--- config.mk ---
export PLATFORM = sky130hd
export DESIGN_NAME = dsp_agu
export DESIGN_NICKNAME = d
export VERILOG_FILES = /design/src/rtl/agu_pkg.sv /design/src/rtl/agu_step_calc.sv /design/src/rtl/agu_regfile.sv /design/src/rtl/dsp_agu.sv
export SDC_FILE = /design/constraint.sdc
export NUM_CORES = 1
export LEC_CHECK = 0
export ABC_CLOCK_PERIOD_IN_PS = 8400
export BUFFER_PORTS_ARGS = -buffer_cell sky130_fd_sc_hd__buf_2
export CAP_MARGIN = 20
export CORE_ASPECT_RATIO = 0.8
export CORE_UTILIZATION = 40
export DETAILED_ROUTE_END_ITERATION = 8
export SLEW_MARGIN = 30
export SYNTH_ARGS = -nofsm -noshare
export SYNTH_HDL_FRONTEND = slang
export SYNTH_SLANG_ARGS = --single-unit
--- constraint.sdc ---
create_clock -name clk_i -period 8.4 [get_ports clk_i]
set_input_delay 0.84 -clock clk_i [delete_from_list [all_inputs] [get_ports clk_i]]
set_output_delay 0.84 -clock clk_i [all_outputs]
set_load 0.05 [all_outputs]
--- src/rtl/agu_pkg.sv ---
package agu_pkg;
  localparam int AGU_AW = 16;

  typedef enum logic [2:0] {
    MD_IND  = 3'd0,
    MD_PINC = 3'd1,
    MD_PDEC = 3'd2,
    MD_POFF = 3'd3,
    MD_IDXN = 3'd4,
    MD_IDXD = 3'd5,
    MD_SPDEC = 3'd6,
    MD_SPINC = 3'd7
  } agu_mode_e;

  typedef enum logic [2:0] {
    RA_P0   = 3'd0,
    RA_P1   = 3'd1,
    RA_P2   = 3'd2,
    RA_P3   = 3'd3,
    RA_SP   = 3'd4,
    RA_OFF  = 3'd5,
    RA_MOD  = 3'd6,
    RA_NONE = 3'd7
  } agu_reg_e;
endpackage

--- src/rtl/agu_step_calc.sv ---
module agu_step_calc #(
  parameter int AW     = 16,
  parameter bit MOD_EN = 1'b1
) (
  input  logic [AW-1:0] ptr_i,
  input  logic [AW-1:0] step_i,
  input  logic          mod_on_i,
  input  logic [AW-2:0] mod_i,
  output logic [AW-1:0] next_o
);
  localparam int SW = AW + 2;

  if (MOD_EN) begin : g_mod
    logic [AW-2:0]        mask;
    logic [AW-1:0]        base, off;
    logic signed [SW-1:0] sum, adj, mlim, mlen;

    always_comb begin
      for (int i = 0; i < AW - 1; i++) mask[i] = |(mod_i >> i);
      base = ptr_i & ~{1'b0, mask};
      off  = ptr_i & {1'b0, mask};
      mlim = $signed({3'b000, mod_i});
      mlen = mlim + SW'(1);
      sum  = $signed({2'b00, off}) + $signed({{2{step_i[AW-1]}}, step_i});
      if (sum > mlim)             adj = sum - mlen;
      else if (sum < SW'(0))      adj = sum + mlen;
      else                        adj = sum;
      next_o = mod_on_i ? (base + adj[AW-1:0]) : (ptr_i + step_i);
    end
  end else begin : g_lin
    logic unused_mod;
    assign unused_mod = ^{mod_on_i, mod_i};
    assign next_o = ptr_i + step_i;
  end
endmodule

--- src/rtl/agu_regfile.sv ---
module agu_regfile #(
  parameter int AW   = 16,
  parameter int NPTR = 4
) (
  input  logic                     clk_i,
  input  logic                     rst_ni,
  input  logic                     wr_en_i,
  input  logic [2:0]               wr_addr_i,
  input  logic [AW-1:0]            wr_data_i,
  input  logic [NPTR-1:0]          upd_en_i,
  input  logic [NPTR-1:0][AW-1:0]  upd_val_i,
  input  logic                     sp_upd_en_i,
  input  logic [AW-1:0]            sp_upd_val_i,
  input  logic [2:0]               rd_addr_i,
  output logic [AW-1:0]            rd_data_o,
  output logic [NPTR-1:0][AW-1:0]  ptr_o,
  output logic [AW-1:0]            sp_o,
  output logic [AW-1:0]            off_o,
  output logic [AW-1:0]            mod_o
);
  import agu_pkg::*;

  for (genvar g = 0; g < NPTR; g++) begin : g_ptr
    always_ff @(posedge clk_i or negedge rst_ni) begin
      if (!rst_ni)                                  ptr_o[g] <= '0;
      else if (wr_en_i && wr_addr_i == 3'(g))       ptr_o[g] <= wr_data_i;
      else if (upd_en_i[g])                         ptr_o[g] <= upd_val_i[g];
    end
  end

  always_ff @(posedge clk_i or negedge rst_ni) begin
    if (!rst_ni) begin
      sp_o  <= '0;
      off_o <= '0;
      mod_o <= '1;
    end else begin
      if (wr_en_i && wr_addr_i == RA_SP) sp_o <= wr_data_i;
      else if (sp_upd_en_i)              sp_o <= sp_upd_val_i;
      if (wr_en_i && wr_addr_i == RA_OFF) off_o <= wr_data_i;
      if (wr_en_i && wr_addr_i == RA_MOD) mod_o <= wr_data_i;
    end
  end

  always_comb begin
    rd_data_o = '0;
    if (rd_addr_i < 3'(NPTR))      rd_data_o = ptr_o[rd_addr_i[$clog2(NPTR)-1:0]];
    else if (rd_addr_i == RA_SP)   rd_data_o = sp_o;
    else if (rd_addr_i == RA_OFF)  rd_data_o = off_o;
    else if (rd_addr_i == RA_MOD)  rd_data_o = mod_o;
  end


  wr_lands_chk: assert property (@(posedge clk_i) disable iff (!rst_ni)
    (wr_en_i && wr_addr_i == RA_OFF) |=> off_o == $past(wr_data_i));
endmodule

--- src/rtl/dsp_agu.sv ---
module dsp_agu #(
  parameter int AW   = 16,
  parameter int NPTR = 4,
  localparam int PSW = $clog2(NPTR)
) (
  input  logic           clk_i,
  input  logic           rst_ni,
  input  logic           req_valid_i,
  input  logic [2:0]     mode_i,
  input  logic [PSW-1:0] ptr_sel_i,
  input  logic [AW-1:0]  disp_i,
  input  logic           dual_i,
  input  logic [PSW-1:0] dual_sel_i,
  input  logic           wr_en_i,
  input  logic [2:0]     wr_addr_i,
  input  logic [AW-1:0]  wr_data_i,
  input  logic [2:0]     rd_addr_i,
  output logic [AW-1:0]  rd_data_o,
  output logic [AW-1:0]  ea_o,
  output logic           ea_valid_o,
  output logic [AW-1:0]  ea2_o,
  output logic           ea2_valid_o,
  output logic           illegal_o
);
  import agu_pkg::*;

  localparam int LAST = NPTR - 1;

  logic [NPTR-1:0][AW-1:0] ptr_q;
  logic [AW-1:0]           sp_q, off_q, mod_q;
  logic [NPTR-1:0]         upd_en;
  logic [NPTR-1:0][AW-1:0] upd_val;
  logic                    sp_upd_en;
  logic [AW-1:0]           sp_upd_val;

  agu_mode_e     mode;
  logic          sp_mode, post_mod, legal, act, mod_on;
  logic [AW-1:0] sel_ptr, step, sel_next, last_next;

  agu_regfile #(.AW(AW), .NPTR(NPTR)) u_regs (
    .clk_i, .rst_ni, .wr_en_i, .wr_addr_i, .wr_data_i,
    .upd_en_i(upd_en), .upd_val_i(upd_val),
    .sp_upd_en_i(sp_upd_en), .sp_upd_val_i(sp_upd_val),
    .rd_addr_i, .rd_data_o,
    .ptr_o(ptr_q), .sp_o(sp_q), .off_o(off_q), .mod_o(mod_q)
  );

  always_comb begin
    mode     = agu_mode_e'(mode_i);
    sp_mode  = (mode == MD_SPDEC) || (mode == MD_SPINC);
    post_mod = (mode == MD_PINC) || (mode == MD_PDEC) || (mode == MD_POFF);
    legal    = !dual_i ||
               (ptr_sel_i != PSW'(LAST) && dual_sel_i == PSW'(LAST) && !sp_mode);
    act      = req_valid_i && legal;
    sel_ptr  = ptr_q[ptr_sel_i];
    mod_on   = (mod_q != '1) &&
               (ptr_sel_i == '0 || (ptr_sel_i == PSW'(1) && mod_q[AW-1]));
    unique case (mode)
      MD_PINC: step = AW'(1);
      MD_PDEC: step = '1;
      MD_POFF: step = off_q;
      default: step = '0;
    endcase
  end

  agu_step_calc #(.AW(AW), .MOD_EN(1'b1)) u_sel_calc (
    .ptr_i(sel_ptr), .step_i(step), .mod_on_i(mod_on),
    .mod_i(mod_q[AW-2:0]), .next_o(sel_next)
  );

  // Second read pointer: linear only
  agu_step_calc #(.AW(AW), .MOD_EN(1'b0)) u_last_calc (
    .ptr_i(ptr_q[LAST]), .step_i(AW'(1)), .mod_on_i(1'b0),
    .mod_i('0), .next_o(last_next)
  );

  always_comb begin
    unique case (mode)
      MD_IDXN:  ea_o = sel_ptr + off_q;
      MD_IDXD:  ea_o = sel_ptr + disp_i;
      MD_SPDEC: ea_o = sp_q - AW'(1);
      MD_SPINC: ea_o = sp_q;
      default:  ea_o = sel_ptr;
    endcase
    ea_valid_o  = act;
    ea2_o       = ptr_q[LAST];
    ea2_valid_o = act && dual_i;
    illegal_o   = req_valid_i && !legal;

    for (int i = 0; i < NPTR; i++) begin
      upd_en[i]  = act && post_mod && (ptr_sel_i == PSW'(i));
      upd_val[i] = sel_next;
    end
    if (act && dual_i) begin
      upd_en[LAST]  = 1'b1;
      upd_val[LAST] = last_next;
    end
    sp_upd_en  = act && sp_mode;
    sp_upd_val = (mode == MD_SPDEC) ? sp_q - AW'(1) : sp_q + AW'(1);
  end


  illegal_quiet_chk: assert property (@(posedge clk_i) disable iff (!rst_ni)
    (illegal_o && !wr_en_i) |=> ($stable(ptr_q) && $stable(sp_q)));


  illegal_novalid_chk: assert property (@(posedge clk_i) disable iff (!rst_ni)
    illegal_o |-> !ea_valid_o && !ea2_valid_o);


  dual_last_inc_chk: assert property (@(posedge clk_i) disable iff (!rst_ni)
    (ea2_valid_o && !wr_en_i) |=> ptr_q[LAST] == $past(ptr_q[LAST]) + AW'(1));


  idx_hold_chk: assert property (@(posedge clk_i) disable iff (!rst_ni)
    (ea_valid_o && !dual_i && !wr_en_i &&
     (mode_i == MD_IND || mode_i == MD_IDXN || mode_i == MD_IDXD)) |=> $stable(ptr_q));


  sp_predec_chk: assert property (@(posedge clk_i) disable iff (!rst_ni)
    (ea_valid_o && mode_i == MD_SPDEC && !wr_en_i) |=> sp_q == $past(ea_o));


  p2_linear_chk: assert property (@(posedge clk_i) disable iff (!rst_ni)
    (ea_valid_o && mode_i == MD_PINC && ptr_sel_i == PSW'(2) && !wr_en_i)
      |=> ptr_q[2] == $past(ptr_q[2]) + AW'(1));


  idle_quiet_chk: assert property (@(posedge clk_i) disable iff (!rst_ni)
    (!req_valid_i && !wr_en_i) |=> ($stable(ptr_q) && $stable(sp_q)));
endmodule

### After elaboration in Yosys (flattened, before gate mapping)

Cells that the tools add are included.

| storage, ports and cells | value |
|---|---|
| register bits after elaboration | 112 |
| bits in latches | 0 |
| RAM bits | 0 |
| bits in read-only memories | 0 |
| input port bits | 50 |
| word-level logic and storage cells | 123 |
| memories kept | 0 |

| operators by class | value |
|---|---|
| add/subtract/negate cells | 11 |
| multipliers | 0 |
| divide/modulo/power cells | 0 |
| magnitude comparators | 5 |
| eq/ne operators | 22 |
| shift-type cells | 0 |
| multiplexer cells | 26 |
| bitwise logic cells | 3 |
| reduce and logical (&&, ||, !) cells | 49 |

Operator list:

| cell | count |
|---|---|
| $mux W16 | 21 |
| $add A16 B16 Y16 | 5 |
| $bmux W16 S2 | 2 |
| $pmux W16 S4 | 1 |
| $pmux W16 S3 | 1 |
| $add A16 B1 Y16 const B | 2 |
| $eq A3 B3 Y1 const B | 10 |
| $logic_and A1 B1 Y1 | 20 |
| $add A17 B16 Y18 | 1 |
| $gt A18 B16 Y1 | 1 |
| $lt A18 B1 Y1 const B | 1 |
| $add A15 B1 Y16 const B | 1 |
| $and A16 B15 Y16 | 1 |
| $and A16 B16 Y16 | 1 |
| $ne A16 B16 Y1 const B | 1 |
| $not A15 Y16 | 1 |
| $sub A16 B1 Y16 const B | 1 |
| $sub A16 B16 Y16 | 1 |
| $reduce_or A15 Y1 | 1 |
| $reduce_or A14 Y1 | 1 |
| $reduce_or A13 Y1 | 1 |
| $eq A3 B2 Y1 const B | 4 |
| $reduce_or A12 Y1 | 1 |
| $reduce_or A11 Y1 | 1 |
| 21 further kinds | 35 |

### Logic depth before layout (Yosys ltp)

| depth | value |
|---|---|
| depth after elaboration | 12 |
| gate-level depth with buffers | 41 |
| mapped depth without buffers | 37 |

### By module

Synthesis repeated with hierarchy kept, for this count alone.

| unflattened totals | value |
|---|---|
| cell total of the unflattened synthesis | 1747 |
| area total of the unflattened synthesis | 14330.0 µm² |

By module, submodules not included:

| module | times used | cells an instance | area an instance (µm²) |
|---|---|---|---|
| agu_regfile | 1 | 548 | 5943.2 |
| agu_step_calc at u_sel_calc | 1 | 658 | 4618.2 |
| dsp_agu | 1 | 443 | 3044.2 |
| agu_step_calc at u_last_calc | 1 | 98 | 724.4 |

### Worst setup path before layout

Ideal clock, no wire load.

| timing path | value |
|---|---|
| path kind | input-to-reg |
| start point | input ptr_sel_i[0] |
| end point | register u_regs.ptr_o[62] (netlist name) |
| setup time | 134 ps |
| arrival time | 9206 ps |
| slack | -941 ps |
| cell stages on the path | 41 |
| path buffers | 5 |
| path through | buf_2 buf_1 buf_1 mux4_2 inv_1 a21oi_1 ha_1 a21oi_1 or2_2 o211ai_1 a31o_2 a21o_1 a21oi_1 o21bai_1 xor2_1 ha_1 a21o_1 a21o_1 [5 not listed] and2_1 buf_6 buf_6 nand2_1 o21ai_0 ha_1 fa_1 a21o_1 a21oi_1 o21bai_1 a211oi_1 o31ai_1 o41ai_1 o21ai_0 xor2_1 mux2_2 o22ai_1 o31ai_1 |

| on the way | value |
|---|---|
| longest elaborated chain between the ends | 12 |

Ends and longest elaborated chain:

| item | RTL line | RTL |
|---|---|---|
| from (decl) | dsp_agu.sv:10 | `input logic [PSW-1:0] ptr_sel_i,` |
| $bmux W16 S2 | dsp_agu.sv:55 | `sel_ptr = ptr_q[ptr_sel_i];` |
| $mux W16 (not written as such) | dsp_agu.sv:55 |  |
| $and A16 B15 Y16 | agu_step_calc.sv:21 | `off = ptr_i & {1'b0, mask};` |
| $add A17 B16 Y18 | agu_step_calc.sv:24 | `sum = $signed({2'b00, off}) + $signed({{2{step_i[AW-1]}}, step_i});` |
| $add A16 B16 Y16 or $lt A18 B1 Y1 (tied branches) | agu_step_calc.sv:26 | `else if (sum < SW'(0)) adj = sum + mlen;` |
| $mux W16 | agu_step_calc.sv:26 |  |
| $mux W16 | agu_step_calc.sv:25 | `if (sum > mlim) adj = sum - mlen;` |
| $add A16 B16 Y16 | agu_step_calc.sv:28 | `next_o = mod_on_i ? (base + adj[AW-1:0]) : (ptr_i + step_i);` |
| $mux W16 | agu_step_calc.sv:28 |  |
| $mux W16 | dsp_agu.sv:94 | `if (act && dual_i) begin` |
| $mux W16 | agu_regfile.sv:27 | `else if (upd_en_i[g]) ptr_o[g] <= upd_val_i[g];` |
| $mux W16 | agu_regfile.sv:26 | `else if (wr_en_i && wr_addr_i == 3'(g)) ptr_o[g] <= wr_data_i;` |
| to (signal, indexed assignment) | agu_regfile.sv:26 |  |
| to (signal, indexed assignment) | agu_regfile.sv:27 |  |
| to (decl) | agu_regfile.sv:16 | `output logic [NPTR-1:0][AW-1:0] ptr_o,` |

Parallel ways exist; a longest one is shown, timed or not. The select of a mux whose other input is x is not followed.
A chain may end at the register's enable or synchronous reset.

### Worst setup path after layout

| timing path | value |
|---|---|
| start point | register u_regs.mod_o[12] |
| end point | register u_regs.ptr_o[62] (netlist name) |

| on the way | value |
|---|---|
| longest elaborated chain between the ends | 11 |

Ends and longest elaborated chain:

| item | RTL line | RTL |
|---|---|---|
| from (decl) | agu_regfile.sv:19 | `output logic [AW-1:0] mod_o` |
| from (signal assigned) | agu_regfile.sv:40 | `if (wr_en_i && wr_addr_i == RA_MOD) mod_o <= wr_data_i;` |
| $reduce_or A15 Y1 (tied with other cells) | agu_step_calc.sv:19 | `for (int i = 0; i < AW - 1; i++) mask[i] = \|(mod_i >> i);` |
| $and A16 B15 Y16 | agu_step_calc.sv:21 |  |
| $add A17 B16 Y18 | agu_step_calc.sv:24 |  |
| $add A16 B16 Y16 or $lt A18 B1 Y1 (tied branches) | agu_step_calc.sv:26 |  |
| $mux W16 | agu_step_calc.sv:26 |  |
| $mux W16 | agu_step_calc.sv:25 |  |
| $add A16 B16 Y16 | agu_step_calc.sv:28 |  |
| $mux W16 * | agu_step_calc.sv:28 |  |
| $mux W16 * | dsp_agu.sv:94 |  |
| $mux W16 * | agu_regfile.sv:27 |  |
| $mux W16 * | agu_regfile.sv:26 |  |

Mark *: on every way between the ends. The rest lies on a longest branch, timed or not. The select of a mux whose other input is x is not followed.

==> results.json <==
{
  "violations": "design-rule violations",
  "setup_slack_ps": 239,
  "rrSetupSlack_ps": 240,
  "cp_slowest_cell": "or4_4",
  "drv_slew": 0,
  "cts_buffer_depth": 2,
  "die_x_um": 207,
  "syn_nets": 1831,
  "ys_ff_latch": 112,
  "insertion_delay_ps": 380,
  "die_h_um": 166,
  "worst_clock_skew_ps": 16.8,
  "switchingPower_uw": 3050,
  "setup_viol": 0,
  "core-area_um2": 32800,
  "status": "finished with violations",
  "drive_gt1_share_pct": 24.4,
  "numCtsBuffers": 9,
  "place_ws_ps": -338,
  "antenna_cells": 0,
  "drc_errors": 11,
  "fin_crit_sh_pct": 97.2,
  "syn2layout_area_growth_pct": 17.2,
  "cpPeakStageDelay_ps": 580,
  "peakVddDrop_uv": 179,
  "critical_path_class": "flip-flop to flip-flop",
  "p_per_area_nw_per_um2": 366,
  "endpoint_kind": "flip-flop",
  "required_ps": 8650,
  "min_period_ps": 8160,
  "grtUsageTotal_pct": 29.8,
  "totalWireLength_um": 51300,
  "avgViaCountPerCell": 5.98,
  "fmax_mhz": 123,
  "start_util_pct": 41.0,
  "syn_inst": 1669,
  "synth.area.top_cells": "dfrtp_1 (18%), ha_1 (9.9%), a21oi_1 (6.1%)",
  "total_leakage_power_uw": 0.00704,
  "cts.sinks": 112,
  "clkTransAtPathRegs_ps": 90,
  "ant_nets": 0,
  "fin_nets": 1991,
  "r2r_cells": 36,
  "intPower_uw": 2710,
  "cts_tree": "yes",
  "swShare_pct": 53.0,
  "antenna_found_initial": 2,
  "h-tree-depth": 3,
  "ys_seq_area_share_pct": 21.0,
  "synth_cell_type_count": 82,
  "wl_per_cell_um": 22.7,
  "hold_class": "input port to async pin",
  "final_common_cell": "a21oi_1",
  "r2r_start": "u_regs.mod_o[12]",
  "r2r_end": "u_regs.ptr_o[62]",
  "synth_area_um2": 13400,
  "seqPwrFrac_pct": 17.1,
  "dp_hpwl_um": 40500,
  "clock-root-buffer": "clkbuf_16",
  "slew_headroom_pct": 35.6,
  "cp_data_arrival_time_ps": 8410,
  "grt_pass1_vias": 12700,
  "async_reset_ff_share_pct": 100,
  "cts_hold_buf": 0,
  "synth.largest_area_cell": "dfrtp_1",
  "crit_buf_inv": 2,
  "drt-pass1-iter-count": 9,
  "fin_setup_tns_ps": 0,
  "design.die.area_um2": 34400,
  "io_pins": 101,
  "synth_edf_count": 0,
  "grt_pass1_wl_um": 76900,
  "vias": 13500,
  "cp_max_fo": 7,
  "syn_avg_cell_area_um2": 8.06,
  "p_comb_share_pct": 75.2,
  "drv_cap": 0,
  "p_clk_share_pct": 7.7,
  "ys.flop_type": "dfrtp_1",
  "drtIter0Drc": 1304,
  "grt_max_degree": 70,
  "startpoint_type": "flip-flop",
  "crit_family": "compound AO/OA/AOI/OAI gates",
  "final_cell_mix": "a21oi_1 (156), buf_4 (153), nand2_1 (149)",
  "synth_warnings": 0,
  "path_common_cell": "a21o_1",
  "finalHoldViolCount": 0,
  "place.gp.congestion": 0.967,
  "synth_top_area_share_pct": 17.9,
  "grt-ovfl-total": 0,
  "max_slew.worst_pin.slew_ps": 957,
  "io_buffers": 100,
  "rows": 59
}
logic make-up after synthesis:
logic type               count (synthesis)  synth area share (%)
AO/OA/AOI/OAI                          476                  21.8
XOR/XNOR                               103                  6.81
adder cells (fa/ha/maj)                113                  10.8
buffers and inverters                  201                  6.33
flip-flops                             112                  21.0
multiplexers                           159                  15.4
AND/OR/NAND/NOR                        505                  17.8
what timing repair did:
item | CTS | global route
setup buffers | 1 | 4
setup endpoints to repair | 14 | 35
endpoints found under the hold margin | 0 | 0
gates cloned | 0 | 0
pin swaps | 3 | 19
resized for setup | 7 | 42
through the flow:
step                      hold WS (ps)  power, uW  std cells  instance area, um^2  utilization, %
after CTS                          470       5580       2256                15500            47.3
final                              459       5760       2261                15800            48.1
after detailed placement           570       5100       2239                15200            46.3
after global routing               509       6190       2261                15800            48.1
after global placement             554       5060       2239                15200            46.3
after floorplan                    510       3780       1669                13500               -
synthesized netlist by cell type, types with 9 or more instances:
| library cell | n |
|---|---|
| and2_1 | 15 |
| mux4_2 | 32 |
| mux2_2 | 67 |
| nor2b_1 | 15 |
| xnor2_1 | 70 |
| nand2_1 | 149 |
| nand2b_1 | 13 |
| ha_1 | 106 |
| o21bai_1 | 12 |
| dfrtp_1 | 96 |
| inv_1 | 91 |
| nand4_1 | 16 |
| nor4_1 | 9 |
| dfstp_2 | 16 |
| nand3_1 | 27 |
| o22ai_1 | 29 |
| nor2_1 | 147 |
| a211oi_1 | 15 |
| mux2i_1 | 60 |
| a21o_1 | 26 |
| clkbuf_1 | 78 |
| or3_1 | 15 |
| buf_4 | 17 |
| xor2_1 | 32 |
| a31oi_1 | 20 |
| and3_1 | 19 |
| nor3_1 | 42 |
| o21ai_0 | 120 |
| a21oi_1 | 164 |
cell type report:
cell class / instances / area (um^2)
clock buffer: 11 / 253
clock inverter: 5 / 40.0
fill: 3267 / 17000
inverter: 92 / 345
multi-input combinational: 1356 / 10000
sequential: 112 / 2820
tap: 427 / 534
timing repair buffer: 258 / 1720
worst max path at each step:
stage                           from                to  slack, ps  depth (start not counted)
finish              u_regs.mod_o[12]  u_regs.ptr_o[62]        240                         36
global route        u_regs.mod_o[12]  u_regs.ptr_o[62]        -40                         39
floorplan               ptr_sel_i[0]  u_regs.ptr_o[62]          5                         41
detailed placement      ptr_sel_i[0]  u_regs.ptr_o[15]       -340                         38
global placement           mode_i[2]  u_regs.ptr_o[31]       -160                         37
CTS                 u_regs.mod_o[12]  u_regs.ptr_o[62]         50                         36
per-layer routing:
| layer | global-route usage, % | up-vias | wire, um |
|---|---|---|---|
| met4 | 5.78 | 0 | 966 |
| met1 | 41.8 | 6502 | 22500 |
| met3 | 9.91 | 69 | 5990 |
| met2 | 44.2 | 598 | 21900 |
| li1 | - | 6362 | - |
| met5 | 0 | - | 0 |
sequential cells by signal, summed over array words and instances, names as in the netlist:
register / cells
u_regs.ptr_o: 64
u_regs.mod_o: 16
u_regs.off_o: 16
u_regs.sp_o: 16
power groups by stage:
stage          sequential, uW  combinational, uW  clock (uW)
2_1_floorplan             852               2930           0
3_3_place_gp              971               4090           0
3_5_place_dp              978               4120           0
4_1_cts                   972               4160         447
5_1_grt                  1000               4720         469
6_report                  986               4330         444
(Power assumes the default switching activity.)
